File: src/rtl/irqc_pkg.sv
package irqc_pkg;

  localparam int REG_W = 8;

  // option register layout: bit0 function enable, bit1 decode enable,
  // bit2 routing enable, bits5:3 vendor storage
  typedef struct packed {
    logic [2:0] vendor;
    logic       route_en;
    logic       decode_en;
    logic       func_en;
  } opt_t;

  localparam int OPT_W = $bits(opt_t);

  typedef enum logic [1:0] {
    ACK_IDLE = 2'd0,
    ACK_HELD = 2'd1,
    ACK_GAP  = 2'd2
  } ack_state_e;

  function automatic logic is_routed(opt_t o);
    return o.func_en & o.route_en;
  endfunction

  function automatic logic [REG_W-1:0] pack_option(opt_t o);
    return {{(REG_W-OPT_W){1'b0}}, o};
  endfunction

  function automatic logic [REG_W-1:0] pack_status(logic mode, logic pend);
    return {{(REG_W-2){1'b0}}, pend, mode};
  endfunction

  function automatic logic is_ack_write(logic wr_sts, logic cur_mode,
                                        logic [REG_W-1:0] wdata);
    return wr_sts & cur_mode & ~wdata[1];
  endfunction

endpackage

File: src/rtl/irqc_sync.sv
module irqc_sync #(
  parameter int STAGES = 2
) (
  input  logic clk,
  input  logic rst_n,
  input  logic d_async,
  output logic q_sync
);
  logic [STAGES-1:0] chain_q;

  always_ff @(posedge clk or negedge rst_n) begin
    if (!rst_n) chain_q <= '0;
    else        chain_q <= {chain_q[STAGES-2:0], d_async};
  end

  assign q_sync = chain_q[STAGES-1];
endmodule

File: src/rtl/irqc_func_regs.sv
module irqc_func_regs
  import irqc_pkg::*;
(
  input  logic             clk,
  input  logic             rst_n,
  input  logic             wr_opt,
  input  logic             wr_sts,
  input  logic [REG_W-1:0] wdata,
  output opt_t             opt_q,
  output logic             mode_q
);
  always_ff @(posedge clk or negedge rst_n) begin
    if (!rst_n) begin
      opt_q  <= '0;
      mode_q <= 1'b0;
    end else begin
      if (wr_opt) opt_q  <= opt_t'(wdata[OPT_W-1:0]);
      if (wr_sts) mode_q <= wdata[0];
    end
  end

  // option storage only changes on a write to it
  a_r2_opt_hold: assert property (@(posedge clk) disable iff (!rst_n)
    !wr_opt |=> $stable(opt_q));

  // mode bit only changes on a status write
  a_r8_mode_hold: assert property (@(posedge clk) disable iff (!rst_n)
    !wr_sts |=> $stable(mode_q));
endmodule

File: src/rtl/irqc_ack_fsm.sv
module irqc_ack_fsm
  import irqc_pkg::*;
(
  input  logic       clk,
  input  logic       rst_n,
  input  logic       any_req,
  input  logic       ack,
  output logic       line,
  output ack_state_e state
);
  ack_state_e state_q, state_d;

  always_comb begin
    state_d = state_q;
    unique case (state_q)
      ACK_IDLE: if (any_req) state_d = ACK_HELD;
      ACK_HELD: if (ack)     state_d = ACK_GAP;
      ACK_GAP:  state_d = any_req ? ACK_HELD : ACK_IDLE;
      default:  state_d = ACK_IDLE;
    endcase
  end

  always_ff @(posedge clk or negedge rst_n) begin
    if (!rst_n) state_q <= ACK_IDLE;
    else        state_q <= state_d;
  end

  assign line  = (state_q == ACK_HELD);
  assign state = state_q;

  // held line stays up until acknowledged
  a_r4_hold_until_ack: assert property (@(posedge clk) disable iff (!rst_n)
    (line && !ack) |=> line);

  // acknowledgment drops the line in the next clock
  a_r5_ack_drops: assert property (@(posedge clk) disable iff (!rst_n)
    (line && ack) |=> !line);

  // a remaining request after the gap re-asserts the line
  a_r6_reassert: assert property (@(posedge clk) disable iff (!rst_n)
    (state_q == ACK_GAP && any_req) |=> line);

  // with nothing requesting the idle machine stays low
  a_r6_idle_quiet: assert property (@(posedge clk) disable iff (!rst_n)
    (state_q == ACK_IDLE && !any_req) |=> !line);
endmodule

File: src/rtl/irqc_shared_combiner.sv
module irqc_shared_combiner
  import irqc_pkg::*;
#(
  parameter int NUM_FUNC    = 2,
  parameter int SYNC_STAGES = 2
) (
  input  logic                          clk,
  input  logic                          rst_n,
  input  logic [NUM_FUNC-1:0]           func_irq,
  input  logic                          reg_cs,
  input  logic                          reg_we,
  input  logic [$clog2(NUM_FUNC):0]     reg_addr,
  input  logic [7:0]                    reg_wdata,
  output logic [7:0]                    reg_rdata,
  output logic                          card_irq
);
  localparam int FSEL_W = $clog2(NUM_FUNC);
  localparam int ADDR_W = FSEL_W + 1;

  logic [FSEL_W-1:0]   fsel;
  logic                sel_sts;
  logic [NUM_FUNC-1:0] irq_sync;
  logic [NUM_FUNC-1:0] wr_opt, wr_sts;
  logic [NUM_FUNC-1:0] mode_vec;
  logic [NUM_FUNC-1:0] routed_vec;
  logic [NUM_FUNC-1:0] legacy_req;
  logic [NUM_FUNC-1:0] ackmode_req;
  opt_t                opt_arr [NUM_FUNC];

  // named internal events for assertions
  logic       legacy_any;
  logic       ackmode_any;
  logic       ack_strobe;
  logic       held_line;
  ack_state_e ack_state;

  assign fsel    = reg_addr[ADDR_W-1:1];
  assign sel_sts = reg_addr[0];

  for (genvar f = 0; f < NUM_FUNC; f++) begin : g_func
    logic hit;
    assign hit = (fsel == FSEL_W'(f));

    irqc_sync #(.STAGES(SYNC_STAGES)) u_sync (
      .clk    (clk),
      .rst_n  (rst_n),
      .d_async(func_irq[f]),
      .q_sync (irq_sync[f])
    );

    assign wr_opt[f] = reg_cs & reg_we & hit & ~sel_sts;
    assign wr_sts[f] = reg_cs & reg_we & hit &  sel_sts;

    irqc_func_regs u_regs (
      .clk   (clk),
      .rst_n (rst_n),
      .wr_opt(wr_opt[f]),
      .wr_sts(wr_sts[f]),
      .wdata (reg_wdata),
      .opt_q (opt_arr[f]),
      .mode_q(mode_vec[f])
    );

    assign routed_vec[f]  = is_routed(opt_arr[f]);
    assign legacy_req[f]  = irq_sync[f] & routed_vec[f] & ~mode_vec[f];
    assign ackmode_req[f] = irq_sync[f] & routed_vec[f] &  mode_vec[f];
  end

  assign legacy_any  = |legacy_req;
  assign ackmode_any = |ackmode_req;

  always_comb begin
    ack_strobe = 1'b0;
    for (int f = 0; f < NUM_FUNC; f++) begin
      if (is_ack_write(wr_sts[f], mode_vec[f], reg_wdata)) ack_strobe = 1'b1;
    end
  end

  irqc_ack_fsm u_ack (
    .clk    (clk),
    .rst_n  (rst_n),
    .any_req(ackmode_any),
    .ack    (ack_strobe),
    .line   (held_line),
    .state  (ack_state)
  );

  assign card_irq = legacy_any | held_line;

  always_comb begin
    reg_rdata = '0;
    for (int f = 0; f < NUM_FUNC; f++) begin
      if (reg_cs && !reg_we && fsel == FSEL_W'(f)) begin
        reg_rdata = sel_sts ? pack_status(mode_vec[f], card_irq)
                            : pack_option(opt_arr[f]);
      end
    end
  end

  // with no routed function and no held notification the pin is quiet
  a_r7_unrouted_quiet: assert property (@(posedge clk) disable iff (!rst_n)
    ($countones(routed_vec) == 0 && ack_state != ACK_HELD) |-> !card_irq);

  // a status write to a legacy-mode function never acknowledges
  a_r9_legacy_no_ack: assert property (@(posedge clk) disable iff (!rst_n)
    ($onehot0(wr_sts) && (wr_sts & mode_vec) == '0) |-> !ack_strobe);
endmodule

File: config.mk
export PLATFORM = sky130hd
export DESIGN_NAME = irqc_shared_combiner
export DESIGN_NICKNAME = d
export VERILOG_FILES = /design/src/rtl/irqc_pkg.sv /design/src/rtl/irqc_sync.sv /design/src/rtl/irqc_func_regs.sv /design/src/rtl/irqc_ack_fsm.sv /design/src/rtl/irqc_shared_combiner.sv
export SDC_FILE = /design/constraint.sdc
export NUM_CORES = 1
export LEC_CHECK = 0
export BUFFER_PORTS_ARGS = -buffer_cell sky130_fd_sc_hd__buf_4
export CELL_PAD_IN_SITES_DETAIL_PLACEMENT = 1
export CELL_PAD_IN_SITES_GLOBAL_PLACEMENT = 1
export CORE_UTILIZATION = 32
export CTS_BUF_LIST = sky130_fd_sc_hd__clkbuf_4 sky130_fd_sc_hd__clkbuf_8
export CTS_CLUSTER_DIAMETER = 100
export DETAILED_ROUTE_END_ITERATION = 6
export GPL_ROUTABILITY_DRIVEN = 0
export HOLD_SLACK_MARGIN = 0.08
export PLACE_DENSITY_LB_ADDON = 0.1
export SLEW_MARGIN = 20
export SYNTH_ARGS = -nofsm -noshare
export SYNTH_HDL_FRONTEND = slang
export SYNTH_SLANG_ARGS = --single-unit
File: constraint.sdc
create_clock -name clk -period 1.3 [get_ports clk]
set_clock_uncertainty 0.2 [all_clocks]
set_input_delay 0.13 -clock clk [delete_from_list [all_inputs] [get_ports clk]]
set_output_delay 0.13 -clock clk [all_outputs]
set_load 0.01 [all_outputs]
==> results_dict.tcl <==
set metrics [dict create \
    initial_core_util_pct 33.9 \
    fin_crit_ns 1.67 \
    violations "setup timing" \
    clkTransAtPathRegs_ns 0.12 \
    drv_cap 0 \
    finalSetupViolations 8 \
    io_buffers 20 \
    synth_cell_types 23 \
    rows 19 \
    final_cell_mix "buf_4 (31), dfrtp_1 (20), mux2_2 (15)" \
    worst-path-max-fanout 2 \
    p_total_mw 1.68 \
    max_stage_delay_ns 0.40 \
    hpwl_microns 1600 \
    die_x_microns 56.3 \
    rsz0062_at_grt "true" \
    postSynth.asyncResetShare_pct 100 \
    diodes 0 \
    status "finished with violations" \
    cts_max_level 1 \
    vdd_drop_max_mv 0.786 \
    max_freq_mhz 598 \
    start_kind "register" \
    cp_slowest_cell "dfrtp_1" \
    grt_usage_pct 14.9 \
    syn_inst 74 \
    worstRegToRegCells 5 \
    layout_commonest_cell "buf_4" \
    synth-seq-area-share_pct 53.1 \
    regToRegSetupSlack_ns -0.10 \
    r2r-end "u_ack.state[0]" \
    final.period_utilization_pct 129 \
    grt_overflow 0 \
    hp-class "input port to register" \
    cts.root.buffer_cell "clkbuf_4" \
    drive_gt1_share_pct 51.2 \
    multi_input_area_sq_um 422 \
    numCtsBuffers 3 \
    holdPathEnd "g_func[0].u_regs.mode_q" \
    cts_max_path_buffers 2 \
    dieArea_sq_um 3170 \
    nNetsFinal 138 \
    synth_seq_cells 20 \
    synth_flop_cell "dfrtp_1" \
    area_delta_synth_final_pct 48.7 \
    min_path_cells 3 \
    timing.setup.tns_ns -1.63 \
    seq_area_sq_um 500 \
    synth-edff-count 0 \
    ys_warn_count 0 \
    path_cells "nand3_2, o22a_1, buf_4, nand2_2, buf_6" \
    io_pins 25 \
    startpoint "g_func[1].u_regs.opt_q[2]" \
    synth.largest_area_cell "dfrtp_1" \
    worst_slack_ns -0.372 \
    drv_slew 0 \
    grt_pass1_vias 781 \
    drc 0 \
    fin_util_pct 50.4 \
    nFillCells 310 \
    coreArea_sq_um 2780 \
    wl_per_cell_microns 14.0 \
    powerDensity_nw_per_um2 1200 \
    synth_top_cell_area_share_pct 53.1 \
    synthTopCellsByArea "dfrtp_1 (53%), mux2_2 (18%), mux2i_1 (5.3%)" \
    synth.avg_cell_area_sq_um 12.7 \
    grt_max_degree 21 \
    worst_ep_arrival_time_ns 1.34 \
    syn-cell-area_sq_um 943 \
    drt-initial-drc-count 2 \
    holdCritStartpoint "reg_addr[1]" \
    drt-total-wl_microns 2140 \
    worstSetupEndpointType "primary output" \
    critPathKind "register to primary output" \
    p_leak_nw 0.671 \
    drtPass1Iterations 2 \
    grt_first_pass_wirelength_microns 3540 \
    vias 747 \
    cts_tree "built" \
    vias_per_cell 4.91 \
    numClockSinks 20 \
    clk-insertion-delay-late_ns 0.30 \
    cp.required_ns 0.97 \
    final_antenna_net_count 0 \
    hold_viol 0 \
    reg2reg_from "g_func[1].u_regs.opt_q[2]" \
    whs_ns 0.102 \
    antenna_found_initial 0 \
    dieHeight_microns 56.3 \
]
==> area by class of cell <==
cell class,count,share of cell area (%)
Clock buffer,4,2.59
Timing Repair Buffer,46,28.4
Tap cell,31,2.77
Inverter,2,0.535
Multi-Input combinational cell,49,30.1
Sequential cell,20,35.7
==> worst max-delay path: cells and delay by family (launching register included) <==
kind            cells  cell delay (ns)
compound gates      1             0.25
flops               1             0.40
buf+inv             2             0.24
simple gates        2             0.16
==> Yosys cell counts, types with 2 or more instances <==
cell type	number
dfrtp_1	20
inv_1	2
nand3_1	3
o22a_1	2
nand2_1	4
nand2b_1	2
buf_4	2
mux2_2	15
mux2i_1	5
nor2_1	5
o21ai_0	2
==> per-stage QoR <==
step / setup slack, ns / std cells / cell area (sq um)
3_3_place_gp: -0.0733 / 135 / 1210
6_report: -0.372 / 152 / 1400
5_1_grt: -0.456 / 152 / 1400
2_1_floorplan: 0.0457 / 75 / 947
4_1_cts: -0.383 / 150 / 1370
3_5_place_dp: -0.0655 / 135 / 1210
==> sequential cells by signal, indices dropped and copies added (netlist names) <==
register / cells
g_func.u_regs.opt_q: 12
g_func.u_sync.chain_q: 4
u_ack.state: 2
g_func.u_regs.mode_q: 2
==> logic make-up (layout without fill, tap and decap cells) <==
logic type | count (synthesis) | in the layout | share of synthesized area [%]
buffers and inverters | 6 | 52 | 4.11
AND/OR/NAND/NOR | 20 | 20 | 13.9
flip-flops | 20 | 20 | 53.1
multiplexers | 20 | 20 | 23.2
AO/OA/AOI/OAI | 7 | 7 | 5.31
other | 1 | 2 | 0.397
==> power by group <==
part	internal (mW)	switching [mW]	total (mW)
combinational	0.308	0.197	0.506
clock	0.171	0.189	0.359
sequential	0.740	0.0770	0.817
==> worst max path at each step <==
stage	cells after the start	to
2_1_floorplan	3	g_func[0].u_regs.opt_q[0]
3_3_place_gp	4	reg_rdata[1]
3_5_place_dp	4	reg_rdata[1]
4_1_cts	3	reg_rdata[0]
5_1_grt	4	reg_rdata[1]
6_report	5	card_irq
==> routing by layer <==
metal | global-route usage (%) | vias to the layer above | wire [microns]
li1 | - | 352 | -
met1 | 19.2 | 373 | 936
met2 | 24.8 | 18 | 1080
met3 | 3.23 | 4 | 93
met4 | 5.23 | 0 | 23
met5 | 0 | - | 0
==> repair_timing <==
action / 4_1_cts / 5_1_grt
buffers inserted: 1 / 3
setup endpoints to repair: 7 / 8
endpoints found under the hold margin: 38 / 0
pin swaps: 3 / 5
hold buffers: 10 / 0
gates resized for setup: 3 / 4
(Power assumes the default switching activity.)
